### config.mk
export PLATFORM = sky130hd
export DESIGN_NAME = scan_pattern_sequencer
export DESIGN_NICKNAME = d
export VERILOG_FILES = /design/src/rtl/scan_seq_pkg.sv /design/src/rtl/scan_seq_shift_ctr.sv /design/src/rtl/scan_seq_capture_ctr.sv /design/src/rtl/scan_seq_pad_mask.sv /design/src/rtl/scan_pattern_sequencer.sv
export SDC_FILE = /design/constraint.sdc
export NUM_CORES = 1
export LEC_CHECK = 0
export ABC_CLOCK_PERIOD_IN_PS = 3000
export BUFFER_PORTS_ARGS = -buffer_cell sky130_fd_sc_hd__buf_2
export CORE_AREA = 8 8 79 60
export CTS_CLUSTER_SIZE = 20
export DETAILED_ROUTE_END_ITERATION = 8
export DIE_AREA = 0 0 87 68
export HOLD_SLACK_MARGIN = 0.1
export SYNTH_ARGS = -nofsm -noshare
export SYNTH_HDL_FRONTEND = slang
export SYNTH_HIERARCHICAL = 1
export SYNTH_SLANG_ARGS = --single-unit
### constraint.sdc
create_clock -name clk -period 3 [get_ports clk]
set_input_delay 0.15 -clock clk [delete_from_list [all_inputs] [get_ports clk]]
set_output_delay 0.15 -clock clk [all_outputs]
set_load 0.02 [all_outputs]
### src/rtl/scan_seq_pkg.sv
package scan_seq_pkg;

   typedef enum logic [1:0] {
      ST_IDLE    = 2'd0,
      ST_SHIFT   = 2'd1,
      ST_CAPTURE = 2'd2,
      ST_DONE    = 2'd3
   } seq_state_e;

   // smallest legal capture length in multi-cycle mode
   localparam int unsigned MIN_TRANSITION_CAP = 2;

endpackage

### src/rtl/scan_seq_shift_ctr.sv
module scan_seq_shift_ctr #(
   parameter int MAXLEN = 7,
   parameter int W      = 8
) (
   input  logic         clk,
   input  logic         rst,
   input  logic         clr,
   input  logic         adv,
   output logic [W-1:0] cnt,
   output logic         wrap
);

   localparam logic [W-1:0] LAST = W'(MAXLEN - 1);

   generate
      if (MAXLEN < 1) begin : g_bad_len
         $error("scan_seq_shift_ctr: MAXLEN must be at least 1");
      end
      if (MAXLEN > (1 << W) - 1) begin : g_bad_width
         $error("scan_seq_shift_ctr: W too narrow for MAXLEN");
      end
   endgenerate

   logic [W-1:0] cnt_q;

   assign wrap = adv && (cnt_q == LAST);
   assign cnt  = cnt_q;

   always_ff @(posedge clk) begin
      if (rst || clr) begin
         cnt_q <= '0;
      end else if (adv) begin
         cnt_q <= wrap ? '0 : cnt_q + 1'b1;
      end
   end

   // the shift position never reaches the longest chain length
   a_r3_shift_bound: assert property (@(posedge clk) disable iff (rst)
      cnt_q <= LAST);

endmodule

### src/rtl/scan_seq_capture_ctr.sv
module scan_seq_capture_ctr
   import scan_seq_pkg::*;
#(
   parameter int CAPW = 4
) (
   input  logic            clk,
   input  logic            rst,
   input  logic            load,
   input  logic            transition,
   input  logic [CAPW-1:0] cfg_cycles,
   input  logic            run,
   output logic            last
);

   localparam logic [CAPW-1:0] MIN_CAP = CAPW'(MIN_TRANSITION_CAP);

   generate
      if (CAPW < 2) begin : g_bad_capw
         $error("scan_seq_capture_ctr: CAPW must hold at least the value 2");
      end
   endgenerate

   logic [CAPW-1:0] ncap_q;
   logic [CAPW-1:0] cnt_q;
   logic            mode_q;

   always_ff @(posedge clk) begin
      if (rst) begin
         ncap_q <= CAPW'(1);
         mode_q <= 1'b0;
      end else if (load) begin
         mode_q <= transition;
         if (!transition) begin
            ncap_q <= CAPW'(1);
         end else if (cfg_cycles < MIN_CAP) begin
            ncap_q <= MIN_CAP;
         end else begin
            ncap_q <= cfg_cycles;
         end
      end
   end

   always_ff @(posedge clk) begin
      if (rst || !run) begin
         cnt_q <= '0;
      end else begin
         cnt_q <= cnt_q + 1'b1;
      end
   end

   assign last = run && (cnt_q == ncap_q - 1'b1);

   // single-cycle mode finishes on its first capture cycle
   a_r4_single_capture: assert property (@(posedge clk) disable iff (rst)
      (run && !mode_q) |-> last);

   // multi-cycle mode never ends on its first capture cycle
   a_r5_min_two_cycles: assert property (@(posedge clk) disable iff (rst)
      (run && mode_q && cnt_q == '0) |-> !last);

   // the window never runs past its latched length
   a_r5_capture_bound: assert property (@(posedge clk) disable iff (rst)
      run |-> (cnt_q < ncap_q));

endmodule

### src/rtl/scan_seq_pad_mask.sv
module scan_seq_pad_mask #(
   parameter int                  NCH        = 3,
   parameter int                  LENW       = 8,
   parameter logic [NCH*LENW-1:0] CHAIN_LENS = '0,
   parameter bit                  BALANCED   = 1'b0
) (
   input  logic [LENW-1:0] pos,
   output logic [NCH-1:0]  mask
);

   generate
      if (BALANCED) begin : g_balanced
         // equal chains: every unload position carries real data
         assign mask = '1;
      end else begin : g_padded
         for (genvar c = 0; c < NCH; c++) begin : g_chain
            localparam logic [LENW-1:0] LC = CHAIN_LENS[c*LENW +: LENW];
            assign mask[c] = (pos < LC);
         end
      end
   endgenerate

endmodule

### src/rtl/scan_pattern_sequencer.sv
module scan_pattern_sequencer
   import scan_seq_pkg::*;
#(
   parameter int                  NCH        = 3,
   parameter int                  LENW       = 8,
   parameter logic [NCH*LENW-1:0] CHAIN_LENS = {8'd5, 8'd3, 8'd7},
   parameter int                  CAPW       = 4
) (
   input  logic            clk,
   input  logic            rst,
   input  logic            start,
   input  logic            mode_transition,
   input  logic [CAPW-1:0] cap_cycles,
   input  logic            pat_valid,
   output logic            pat_ready,
   input  logic [NCH-1:0]  pat_bits,
   input  logic            pat_last,
   output logic            resp_valid,
   input  logic            resp_ready,
   output logic [NCH-1:0]  resp_bits,
   output logic [NCH-1:0]  resp_mask,
   output logic            scan_en,
   output logic            scan_clk_en,
   output logic [NCH-1:0]  scan_in,
   input  logic [NCH-1:0]  scan_out,
   output logic            busy
);

   function automatic int chain_len(input int c);
      return int'(CHAIN_LENS[c*LENW +: LENW]);
   endfunction

   function automatic int calc_max();
      int m = 0;
      for (int c = 0; c < NCH; c++) if (chain_len(c) > m) m = chain_len(c);
      return m;
   endfunction

   function automatic int calc_min();
      int m = chain_len(0);
      for (int c = 1; c < NCH; c++) if (chain_len(c) < m) m = chain_len(c);
      return m;
   endfunction

   localparam int MAXLEN   = calc_max();
   localparam int MINLEN   = calc_min();
   localparam bit BALANCED = (MAXLEN == MINLEN);

   generate
      if (NCH < 1) begin : g_bad_nch
         $error("scan_pattern_sequencer: NCH must be at least 1");
      end
      for (genvar c = 0; c < NCH; c++) begin : g_len_check
         if (CHAIN_LENS[c*LENW +: LENW] == '0) begin : g_zero
            $error("scan_pattern_sequencer: a chain length is zero");
         end
      end
   endgenerate

   seq_state_e state_q;
   logic       in_need_q;    // a pattern is being loaded
   logic       have_resp_q;  // a captured response sits in the chains
   logic       final_q;      // current pattern is the last of the run

   logic            in_ok, out_ok, fire, wrap, cap_last, cap_run, launch;
   logic [LENW-1:0] pos;
   logic [NCH-1:0]  pad_mask;

   assign launch  = (state_q == ST_IDLE) && start;
   assign cap_run = (state_q == ST_CAPTURE);
   assign in_ok   = !in_need_q || pat_valid;
   assign out_ok  = !have_resp_q || resp_ready;
   assign fire    = (state_q == ST_SHIFT) && in_ok && out_ok;

   scan_seq_shift_ctr #(
      .MAXLEN (MAXLEN),
      .W      (LENW)
   ) u_shift (
      .clk  (clk),
      .rst  (rst),
      .clr  (launch),
      .adv  (fire),
      .cnt  (pos),
      .wrap (wrap)
   );

   scan_seq_capture_ctr #(
      .CAPW (CAPW)
   ) u_capture (
      .clk        (clk),
      .rst        (rst),
      .load       (launch),
      .transition (mode_transition),
      .cfg_cycles (cap_cycles),
      .run        (cap_run),
      .last       (cap_last)
   );

   scan_seq_pad_mask #(
      .NCH        (NCH),
      .LENW       (LENW),
      .CHAIN_LENS (CHAIN_LENS),
      .BALANCED   (BALANCED)
   ) u_mask (
      .pos  (pos),
      .mask (pad_mask)
   );

   // scan side
   assign scan_en     = (state_q == ST_SHIFT);
   assign scan_clk_en = fire || cap_run;
   assign scan_in     = (scan_en && in_need_q) ? pat_bits : '0;

   // stream side
   assign pat_ready  = scan_en && in_need_q && out_ok;
   assign resp_valid = scan_en && have_resp_q && in_ok;
   assign resp_bits  = scan_out;
   assign resp_mask  = pad_mask & {NCH{resp_valid}};
   assign busy       = (state_q != ST_IDLE);

   always_ff @(posedge clk) begin
      if (rst) begin
         state_q     <= ST_IDLE;
         in_need_q   <= 1'b0;
         have_resp_q <= 1'b0;
         final_q     <= 1'b0;
      end else begin
         unique case (state_q)
            ST_IDLE: begin
               if (start) begin
                  state_q     <= ST_SHIFT;
                  in_need_q   <= 1'b1;
                  have_resp_q <= 1'b0;
                  final_q     <= 1'b0;
               end
            end
            ST_SHIFT: begin
               if (fire && in_need_q && pat_last) final_q <= 1'b1;
               if (wrap) state_q <= in_need_q ? ST_CAPTURE : ST_DONE;
            end
            ST_CAPTURE: begin
               if (cap_last) begin
                  state_q     <= ST_SHIFT;
                  have_resp_q <= 1'b1;
                  in_need_q   <= !final_q;
               end
            end
            ST_DONE: begin
               state_q     <= ST_IDLE;
               in_need_q   <= 1'b0;
               have_resp_q <= 1'b0;
            end
            default: state_q <= ST_IDLE;
         endcase
      end
   end

   // the scan side is quiet right after reset
   a_r1_reset_quiet: assert property (@(posedge clk) disable iff (rst)
      $past(rst) |-> (!scan_en && !scan_clk_en && !busy));

   // every load shift consumes exactly one handshaken word
   a_r2_load_handshake: assert property (@(posedge clk) disable iff (rst)
      (scan_en && scan_clk_en && in_need_q) |-> (pat_valid && pat_ready));

   // a stalled shift cycle leaves the shift position untouched
   a_r9_stall_hold: assert property (@(posedge clk) disable iff (rst)
      (scan_en && !scan_clk_en) |=> $stable(pos));

   // an accepted response word always moves the chains
   a_r7_unload_lockstep: assert property (@(posedge clk) disable iff (rst)
      (resp_valid && resp_ready) |-> scan_clk_en);

   // the drain cycle is followed by idle
   a_r10_done_idle: assert property (@(posedge clk) disable iff (rst)
      (busy && !scan_en && !scan_clk_en) |=> !busy);

endmodule

* Word level (Yosys, flattened, before mapping) *
Cells that the tools add are included.

storage, ports and cells
  word-level logic and storage cells = 68
  register bits = 21
  input port bits = 17

operators by class
  $add $sub $neg = 3
  order comparisons = 4
  reduce and logical (&&, ||, !) cells = 27
  bitwise operators = 1
  eq/ne operators = 9
  muxes and demuxes = 17

operators by type and width
  operator               count
  $lt A8 B3 Y1 const B   2
  $logic_and A1 B1 Y1    11
  $reduce_and A3 Y1      3
  $add A8 B1 Y8 const B  1
  $eq A8 B3 Y1 const B   1
  $lt A8 B2 Y1 const B   1
  $mux W4                2
  $mux W8                1
  $pmux W2 S4            1
  $mux W1                6
  $mux W2                3
  $pmux W1 S3            2
  $logic_or A1 B1 Y1     5
  $add A4 B1 Y4 const B  1
  $eq A2 B2 Y1 const B   2
  $eq A4 B4 Y1           1
  $logic_not A1 Y1       4
  $lt A4 B2 Y1 const B   1
  $ne A2 B1 Y1 const B   2
  $ne A2 B2 Y1 const B   2
  $reduce_bool A2 Y1     2
  $sub A4 B1 Y4 const B  1
  $and A3 B3 Y3          1
  $mux W3                1
  other kinds (4)        4

* Logic depth before layout (Yosys ltp) *
Gate-level depths: netlist of the first run.

  depth after elaboration = 8
  mapped depth = 9

* Hierarchy *
Netlist of the first run, hierarchy kept.

modules (own cells, without submodules)
  module                  times used  seq. area each (µm²)  area an instance (µm²)  cells each
  scan_seq_shift_ctr      1           160.2                 416.6                   46
  scan_seq_capture_ctr    1           160.2                 397.9                   43
  scan_pattern_sequencer  1           100.1                 367.9                   43
  scan_seq_pad_mask       1           0.0                   60.1                    5

* Least setup slack after synthesis of the first run *
OpenSTA, ideal clock, no wires.

  path kind = reg-to-reg
  start point = reg u_capture.ncap_q[0]
  end point = reg have_resp_q
  path slack = 1.053 ns
  arrival = 1.834 ns
  cell stages (with the launch flop) = 8
  clock period less this slack = 1.947 ns
  library setup time = 0.112 ns
  data required time = 2.888 ns
  path through = dfxtp_1 inv_1 ha_1 xor2_1 o211ai_1 a2111oi_1 a21oi_1 a2111oi_1

on the way
  word-level cells in the longest chain between the ends = 5

RTL lines
  what                                line                           RTL
  start: declaration                  scan_seq_capture_ctr.sv:23     logic [CAPW-1:0] ncap_q;
  start signal: assignment            scan_seq_capture_ctr.sv:38     ncap_q <= cfg_cycles;
  $sub A4 B1 Y4                       scan_seq_capture_ctr.sv:51     assign last = run && (cnt_q == ncap_q - 1'b1);
  $eq A4 B4 Y1                        scan_seq_capture_ctr.sv:51
  $logic_and A1 B1 Y1                 scan_seq_capture_ctr.sv:51
  net cap_last                        scan_pattern_sequencer.sv:65   logic in_ok, out_ok, fire, wrap, cap_last, cap_run, launch;
  $ne A2 B2 Y1 (no source line)       --
  $reduce_and A3 Y1 (no source line)  --
  end signal: assignment              scan_pattern_sequencer.sv:125  have_resp_q <= 1'b0;
  end signal: assignment              scan_pattern_sequencer.sv:133  have_resp_q <= 1'b0;
  end signal: assignment              scan_pattern_sequencer.sv:144  have_resp_q <= 1'b1;
  end: declaration                    scan_pattern_sequencer.sv:62   logic have_resp_q;

The timed path passes the listed nets, and every way through them passes these cells.
A chain may end at the register's enable or synchronous reset.

* Final worst setup path of the first run *
Ends and elaborated chain as after synthesis.

==> summary.txt, run 1 <==
Synthesis
  • Seq/Total Area, Yosys: 33.8%
  • Register bit count reported by yosys: 21
  • Syn_area_per_cell: 9.07 µm²
  • Top FF cell, synth: dfxtp_1
  • Post-synth EDFFs: 0
  • Mapped Cells: 137
  • Fraction of registers with async set/reset: 0%
  • Post-Syn Area: 0.00124 mm²
  • Synth warn: 6
  • Post-synth net total: 158
  • Distinct cells, synth: 43

Finish
  • N_diodes: 0
  • Most common library cell in the layout ignoring fill and taps: buf_2
  • Syn-to-layout area delta: 15.5%
  • Share of cells above drive strength 1: 32.5%
  • Nets: 182
  • Leading cell types in the layout, fill and taps excluded: buf_2 (24), dfxtp_1 (21), a21oi_1 (12), nor2_1 (11), nand2b_1 (8)

GRT
  • First-pass GRT wire length: 4.66 mm
  • Pin count of the biggest net entering global routing: 14
  • Tot GR Track Use: 9.82%
  • Global route overflow: 0
  • Initial antenna violation count: 0
  • Vias in the first global route: 1032

Min path
  • Hold crit path type: input pin to flop
  • Worst Hold Depth: 3

Route
  • WL/cell: 13.2 µm
  • Iter 0 DRT Violations: 34
  • Total Wirelength: 2.80 mm
  • Drt drc: 0
  • TritonRoute pass-1 iters: 4
  • ANT nets after route: 0
  • Via count: 1065
  • Via/cell ratio: 5.02

Power
  • Overall Power: 0.551 mW
  • Leak pwr: 0.559 nW
  • Reg power frac: 53.4%
  • Power per cell area: 384 mW/mm²
  • Comb power frac: 12.1%
  • Clk pwr share: 34.5%
  • NetSw: 0.143 mW
  • Switching part of the total: 26.0%
  • Worst IR drop on VDD: 0.267 mV
  • Pint: 0.408 mW

Critical path
  • Crit path buf inv count: 1
  • Crit path DAT: 2370 ps
  • CP Max Fanout: 5
  • Delay-heaviest family, CP: compound AO/OA/AOI/OAI gates
  • Crit path required time: 3150 ps
  • Path depth of the worst reg2reg path: 7
  • Endpoint class of the critical path: flop
  • Critical Path, Cell by Cell: inv_1 > ha_1 > xor2_1 > o211ai_1 > a2111oi_1 > a21oi_1 > a2111oi_1
  • Worst setup SP type: flop
  • Crit path largest cell delay: 630 ps
  • CP max stage cell: a2111oi_1
  • Cell mode on critical path: a2111oi_1
  • Critical path depth: 7
  • Critical path class: flop to flop

STA
  • Slew headroom: 48.1%
  • Worst-margin pin slew: 776 ps
  • Setup TNS Final: 0 ps
  • Max-slew violations: 0
  • Min Clock Period, post-route: 2220 ps
  • Hold Vio Cnt, Final: 0
  • Fmax: 0.450 GHz
  • RSZ-0062 raised after global routing: no
  • Fin crit share: 74.1%
  • Final Setup Violations: 0
  • Layout Skew: 1.55 ps

Clock tree
  • Clk buf depth: 2
  • Hold_buf cts: 0
  • Clk pin slew, worst setup/hold paths: 80 ps
  • CTS Buf Count: 3
  • Setup Buffers After CTS: 0
  • Skew-Pair Late Insertion Delay: 260 ps
  • CTS root buffer: clkbuf_8
  • CTS sink cnt: 21
  • CTS HTree Levels: 1
  • CTS tree: built
  • CTS resizes: 0

Die
  • Die area: 0.00592 mm²
  • Die width: 87 µm
  • Core area: 0.00364 mm²
  • Initial Util: 34.2%
  • # IOs: 31
  • # rows: 19
  • Die H: 68 µm

Outcome
  • Status: completed

Placement
  • Post-detail-place hpwl: 2.13 mm
  • Port bufs: 24
  • GPL Wtd Cong: 0.751

Flow run
  • # Max-Cap Violations: 0
==> layout make-up <==
| class | count | area [µm²] |
|---|---|---|
| fill | 364 | 2200 |
| clock inverter | 1 | 5.00 |
| sequential | 21 | 420 |
| timing repair buffer | 24 | 120 |
| multi-input combinational | 105 | 761 |
| clock buffer | 3 | 41.3 |
| inverter | 6 | 22.5 |
| tap | 52 | 65.1 |
==> layer usage <==
metal	share of wire [%]	GRT usage, %
met2	47	16.8
met5	0	0
met4	1.4	4.06
met1	45	11.0
met3	5.6	3.60
==> stage by stage <==
step	util, %	setup slack, ps	area [µm²]	cells	hold slack [ps]
floorplan	-	1050	1240	137	219
global placement	38.2	950	1390	208	300
detailed placement	38.2	792	1390	208	300
CTS	39.5	762	1440	212	164
global route	39.5	498	1440	212	187
finish	39.5	777	1440	212	180
==> synth_stat cells, types with 3 or more instances <==
library cell / n / area, µm²
dfxtp_1: 21 / 420
a21oi_1: 12 / 60.1
nor2_1: 11 / 41.3
nand2b_1: 8 / 50.1
inv_1: 6 / 22.5
nand2_1: 6 / 22.5
xor2_1: 5 / 43.8
and2_1: 4 / 25.0
and3_2: 4 / 30.0
ha_1: 4 / 50.1
o21ai_0: 4 / 20.0
xnor2_1: 4 / 35.0
buf_4: 3 / 22.5
nand3_1: 3 / 15.0
nand4_1: 3 / 18.8
o211ai_1: 3 / 22.5
or2_2: 3 / 18.8
or4_4: 3 / 33.8
==> worst reg2reg max path: cells and delay by family, from the launching register on <==
family | cells | cell delay (ps)
flops | 1 | 400
buf+inv | 1 | 70
compound gates | 4 | 1190
fa+ha+maj | 1 | 300
xor+xnor | 1 | 130
==> worst paths after layout <==
check,startpoint,endpoint,slack [ps]
setup reg to reg,u_capture/ncap_q[0],have_resp_q,780
setup / recovery,u_capture/ncap_q[0],have_resp_q,780
hold / removal,cap_cycles[2],u_capture/ncap_q[2],180
hold reg to reg,final_q,final_q,470
==> kinds of logic (layout without fill, tap and decap cells) <==
family	after synthesis	in the layout	share of synthesized area (%)
DFF	21	21	33.8
xor gates and xnor gates	10	10	7.65
AOI/OAI and AO/OA	31	31	17.8
and+or+nand+nor	60	60	31.7
adders and majority gates	4	4	4.03
buffers and inverters	11	34	4.93
==> power by group through the flow <==
stage	Sequential, mW	Clock (mW)	Combinational (mW)
after floorplan	0.298	0	0.0523
after detailed placement	0.301	0	0.0666
after global placement	0.300	0	0.0641
after global routing	0.296	0.213	0.0724
final	0.294	0.190	0.0665
after CTS	0.294	0.199	0.0667
==> flip-flops by register name (all words and copies together) (netlist names) <==
register and count:
in_need_q 1, final_q 1, u_shift/cnt 8, have_resp_q 1
u_capture/ncap_q 4, state_q 2, u_capture/cnt_q 4
(Power assumes the default switching activity.)
==> run 2, diff against run 1 <==
ABC_AREA = 1   (was not set)
ABC_CLOCK_PERIOD_IN_PS = 2200   (was 3000)
CORE_AREA = 8 8 81 62   (was 8 8 79 60)
DIE_AREA = 0 0 89 70   (was 0 0 87 68)
clock period = 2.2 ns   (was 3 ns; I/O delays follow)
==> run 2 against run 1 <==
Effect of this change: core utilization grew 1.8 points; clock skew grew 3.7 ps; critical endpoint is now state_q[0]; die area grew 5.3%; worst setup slack worse by 310 ps; area after synthesis increased by 7.9%; global-route usage about the same; via count is 21% higher; worst hold slack got worse by 67 ps; total power increased by 39%; first-iteration DRC count grew to 3.3 times the previous value; synthesized cell count is 62% higher.
==> summary.txt, run 2 <==
Route
  • Via count: 1293
  • WL/cell: 9.94 µm
  • ANT nets after route: 0
  • Via/cell ratio: 4.32
  • TritonRoute pass-1 iters: 4
  • Iter 0 DRT Violations: 112
  • Drt drc: 0
  • Total Wirelength: 2.97 mm

Synthesis
  • Mapped Cells: 222
  • Seq/Total Area, Yosys: 31.4%
  • Post-Syn Area: 0.00134 mm²
  • Leading area contributor after synthesis: dfxtp_1
  • Post-synth EDFFs: 0
  • Top FF cell, synth: dfxtp_1
  • Syn_area_per_cell: 6.04 µm²
  • Distinct cells, synth: 21
  • Register bit count reported by yosys: 21
  • Synth warn: 6
  • Post-synth net total: 243
  • Synth cell count leaders: nand2_1 (58), inv_1 (45), nor2_1 (37)
  • Fraction of registers with async set/reset: 0%
  • Synth area leaders: dfxtp_1 (31%), nand2_1 (16%), inv_1 (13%)
  • Top-count cell post-synth: nand2_1
  • Synth top area share: 31.4%

Flow run
  • # Max-Cap Violations: 0

Finish
  • Max FFs per register: 8
  • Nets: 269
  • Syn-to-layout area delta: 15.6%
  • Share of cells above drive strength 1: 17.8%
  • Final Util: 41.2%
  • Final Instance Count excl. Fillers: 299
  • Leading cell types in the layout, fill and taps excluded: nand2_1 (58), inv_1 (45), nor2_1 (37), buf_2 (24), dfxtp_1 (21)
  • N_diodes: 0
  • Most common library cell in the layout ignoring fill and taps: nand2_1
  • Post-route cell area: 0.00155 mm²

Placement
  • Post-DP Area: 0.00150 mm²
  • Port bufs: 24
  • Dpl ws: 462 ps
  • Post-detail-place hpwl: 2.38 mm
  • GPL Wtd Cong: 0.804
  • Cell count after placement: 295

GRT
  • Global route overflow: 0
  • Vias in the first global route: 1182
  • First-pass GRT wire length: 4.99 mm
  • Initial antenna violation count: 0
  • Pin count of the biggest net entering global routing: 13
  • Tot GR Track Use: 9.85%

Power
  • Comb power frac: 14.6%
  • Leak pwr: 0.819 nW
  • Clk pwr share: 33.5%
  • Power per cell area: 496 mW/mm²
  • Switching part of the total: 27.8%
  • NetSw: 0.214 mW
  • Reg power frac: 51.8%
  • Worst IR drop on VDD: 0.284 mV
  • Pint: 0.555 mW
  • Overall Power: 0.769 mW

STA
  • Layout Skew: 5.25 ps
  • Hold Vio Cnt, Final: 0
  • Fin crit share: 78.9%
  • Final Setup Violations: 0
  • Worst-margin pin slew: 260 ps
  • Setup TNS Final: 0 ps
  • RSZ-0062 raised after global routing: no
  • Tightest hold margin: 113 ps
  • Final WS setup: 465 ps
  • Fmax: 0.576 GHz
  • Max-slew violations: 0
  • Min Clock Period, post-route: 1740 ps
  • Slew headroom: 82.6%

Min path
  • Hold crit path type: input pin to flop

Critical path
  • Crit path required time: 2350 ps
  • CP max stage cell: dfxtp_1
  • Delay-heaviest family, CP: simple AND/OR/NAND/NOR gates
  • Critical Path, Cell by Cell: inv_2 > nor2_2 > nand3_2 > inv_1 > inv_2 > nor2_2 > nand2_1 > nor2_4 > nor2_1 > nor2_1 > nor3_1
  • Crit path DAT: 1880 ps
  • CP Max Fanout: 6
  • Worst setup SP type: flop
  • Endpoint class of the critical path: flop
  • Critical path class: flop to flop
  • Crit path buf inv count: 3
  • Crit path largest cell delay: 430 ps

Die
  • Die H: 70 µm
  • Initial Util: 35.7%
  • Core area: 0.00376 mm²
  • # IOs: 31
  • Die width: 89 µm
  • # rows: 19
  • Die area: 0.00623 mm²

Clock tree
  • CTS Buf Count: 3
  • Skew-Pair Late Insertion Delay: 260 ps
  • CTS root buffer: clkbuf_8
  • Clk buf depth: 2
  • Clk pin slew, worst setup/hold paths: 80 ps
  • Setup Buffers After CTS: 0
  • CTS sink cnt: 21
  • CTS HTree Levels: 1
  • CTS tree: built
  • CTS resizes: 0
  • Hold_buf cts: 0

Outcome
  • Status: completed
-- run 2: cell count changes in the layout (fill, tap and decap cells not counted), moves of 4 or more --
cell / change
nand3_1: +8
nor2_1: +26
and2_1: -4
and3_2: -4
nor2_2: +6
inv_1: +39
nand2b_1: -8
nand2_1: +52
xor2_1: -4
-- run 2: routing by layer --
metal / wire length [µm] / track usage [%] / vias up
met4: 27 / 2.94 / 0
met5: 0 / 0 / -
li1: - / - / 706
met3: 242 / 4.56 / 4
met1: 1580 / 13.1 / 557
met2: 1120 / 13.5 / 26
-- run 2: worst min-delay path: stages --
cell	delay (ps)
buf_2	110
nand2_1	60
a21oi_1	50
-- run 2: worst paths after layout --
kind | start | endpoint | slack (ps) | depth (start not counted)
max reg2reg | state_q[0] | state_q[0] | 460 | 11
max | state_q[0] | state_q[0] | 460 | 11
min | cap_cycles[3] | u_capture/ncap_q[3] | 110 | 3
min reg2reg | u_capture/ncap_q[1] | u_capture/ncap_q[1] | 480 | 2
-- run 2: kinds of logic after synthesis --
logic type,Yosys count,share of synthesized area (%)
xor gates and xnor gates,3,1.96
and+or+nand+nor,125,40.9
DFF,21,31.4
adders and majority gates,4,3.73
buffers and inverters,51,15.1
AOI/OAI and AO/OA,18,6.91
-- run 2: area by class of cell --
class	count	area (µm²)
clock buffers	3	41.3
clock inverters	1	5.00
fillers	428	2210
inverters	48	180
multi-input cells	150	717
flip-flops and latches	21	420
well taps	52	65.1
repair buffers	24	120
-- run 2: power by group through the flow --
stage	Combinational, mW	Clock [mW]	Sequential, mW
finish	0.112	0.258	0.399
global route	0.130	0.278	0.400
CTS	0.113	0.266	0.399
detailed placement	0.112	0	0.408
global placement	0.110	0	0.408
floorplan	0.0834	0	0.405
==> run 3, diff against run 2 <==
ABC_CLOCK_PERIOD_IN_PS = 1680   (was 2200)
clock period = 1.68 ns   (was 2.2 ns; I/O delays follow)
==> run 3 against run 2 <==
Effect of this change: register-to-register slack got worse by 370 ps; design area rose by 6.1%; critical path depth rose by 1; sequential share of layout area fell by 1.2 points; routed wire length rose by 2.9%; die area did not move; final cell count rose by 2.3%; sequential power rose by 31%; via count fell by 0.46%; maximum frequency rose by 9.6%; clock skew rose by 0.92 ps.
==> summary.txt, run 3 (synthesized netlist as in run 2, its figures left out) <==
Clock tree
  • Clk buf depth: 2
  • CTS Buf Count: 3
  • CTS HTree Levels: 1
  • Clk pin slew, worst setup/hold paths: 80 ps
  • CTS sink cnt: 21
  • CTS root buffer: clkbuf_8
  • Skew-Pair Late Insertion Delay: 260 ps
  • CTS tree: built

Critical path
  • Crit path DAT: 1740 ps
  • Delay-heaviest family, CP: simple AND/OR/NAND/NOR gates
  • CP max stage cell: dfxtp_2
  • Endpoint class of the critical path: flop
  • Crit path buf inv count: 2
  • Crit path largest cell delay: 350 ps
  • CP Max Fanout: 3
  • Critical path class: flop to flop
  • Crit path required time: 1830 ps
  • Worst setup SP type: flop
  • Critical Path, Cell by Cell: inv_2 > ha_4 > inv_2 > nand2_2 > nand3_2 > nor2_1 > nand2_1 > nor2_2 > nand3b_1 > nand3_2 > nand2_2 > a21oi_2

Finish
  • Share of cells above drive strength 1: 24.4%
  • Most common library cell in the layout ignoring fill and taps: nand2_1
  • Leading cell types in the layout, fill and taps excluded: nand2_1 (56), inv_1 (42), nor2_1 (37), buf_2 (24), dfxtp_1 (17)
  • Syn-to-layout area delta: 22.6%
  • Final Util: 43.7%
  • Nets: 276
  • N_diodes: 0
  • Max FFs per register: 8
  • Final Instance Count excl. Fillers: 306

STA
  • Layout Skew: 6.17 ps
  • Fin crit share: 94.3%
  • Hold Vio Cnt, Final: 0
  • Max-slew violations: 0
  • Final WS setup: 96.2 ps
  • Worst-margin pin slew: 233 ps
  • Final Setup Violations: 0
  • Slew headroom: 84.4%
  • Fmax: 0.631 GHz
  • RSZ-0062 raised after global routing: yes
  • Min Clock Period, post-route: 1580 ps

Power
  • Clk pwr share: 33.1%
  • Leak pwr: 0.853 nW
  • Switching part of the total: 28.4%
  • Worst IR drop on VDD: 0.441 mV
  • Comb power frac: 16.5%
  • Pint: 0.744 mW
  • NetSw: 0.294 mW
  • Reg power frac: 50.4%
  • Power per cell area: 632 mW/mm²
  • Overall Power: 1.04 mW

GRT
  • Global route overflow: 0
  • First-pass GRT wire length: 5.30 mm
  • Pin count of the biggest net entering global routing: 13
  • Tot GR Track Use: 10.3%
  • Vias in the first global route: 1232
  • Initial antenna violation count: 0

Die
  • Initial Util: 35.7%
  • Core area: 0.00376 mm²
  • Die width: 89 µm
  • # IOs: 31
  • # rows: 19
  • Die area: 0.00623 mm²
  • Die H: 70 µm

Placement
  • Post-detail-place hpwl: 2.39 mm
  • Dpl ws: 78.8 ps
  • GPL Wtd Cong: 0.850
  • Port bufs: 24
  • Cell count after placement: 298

Route
  • WL/cell: 9.99 µm
  • TritonRoute pass-1 iters: 4
  • ANT nets after route: 0
  • Via count: 1287
  • Via/cell ratio: 4.21
  • Drt drc: 0
  • Total Wirelength: 3.06 mm
  • Iter 0 DRT Violations: 76

Min path
  • Hold crit path type: input pin to flop

Flow run
  • # Max-Cap Violations: 0

Outcome
  • Status: completed
==> run 3: changes by cell type in the layout (fill, tap and decap cells not counted), moves of 3 or more <==
| cell | previous run | this run |
|---|---|---|
| buf_4 | 0 | 5 |
| dfxtp_1 | 21 | 17 |
| dfxtp_2 | 0 | 4 |
| inv_1 | 45 | 42 |
| inv_2 | 3 | 6 |
==> run 3: timing repair <==
item	in CTS	in global routing
setup endpoints to repair	0	6
hold buffers	2	0
setup buffers	0	2
gates resized for setup	0	14
endpoints found under the hold margin	2	0
==> run 3: per-layer routing <==
| metal | up-vias | share of wire, % | global-route usage (%) |
|---|---|---|---|
| met5 | - | 0 | 0 |
| met4 | 0 | 0.26 | 1.84 |
| met3 | 2 | 8.6 | 3.86 |
| met2 | 31 | 38 | 14.1 |
| met1 | 532 | 53 | 14.7 |
| li1 | 722 | - | - |
==> run 3: layout make-up <==
cell class,count,area [µm²]
Tap cell,52,65.1
Clock inverter,1,5.00
Timing Repair Buffer,31,178
Sequential cell,21,425
Clock buffer,3,41.3
Inverter,48,180
Fill cell,408,2110
Multi-Input combinational cell,150,748
==> run 3: final timing paths <==
path                       startpoint                 end  slack [ps]  cells past startpoint
setup / recovery  u_capture/ncap_q[0]           in_need_q         100                     12
hold / removal                    rst           in_need_q         120                      2
setup reg to reg  u_capture/ncap_q[0]           in_need_q         100                     12
hold reg to reg    u_capture/cnt_q[0]  u_capture/cnt_q[0]         490                      1
==> run 3: power by group through the flow <==
stage | registers [mW] | clock network, mW | logic (mW)
final | 0.524 | 0.344 | 0.171
after global routing | 0.526 | 0.381 | 0.197
after CTS | 0.522 | 0.360 | 0.156
after detailed placement | 0.534 | 0 | 0.152
after global placement | 0.534 | 0 | 0.152
after floorplan | 0.531 | 0 | 0.109
==> run 3: per-stage QoR <==
stage	hold slack [ps]	cell area [µm²]	TNS [ps]
2_1_floorplan	153	1340	0
3_3_place_gp	168	1530	0
3_5_place_dp	168	1530	0
4_1_cts	113	1590	0
5_1_grt	150	1640	-42.7
6_report	119	1640	0
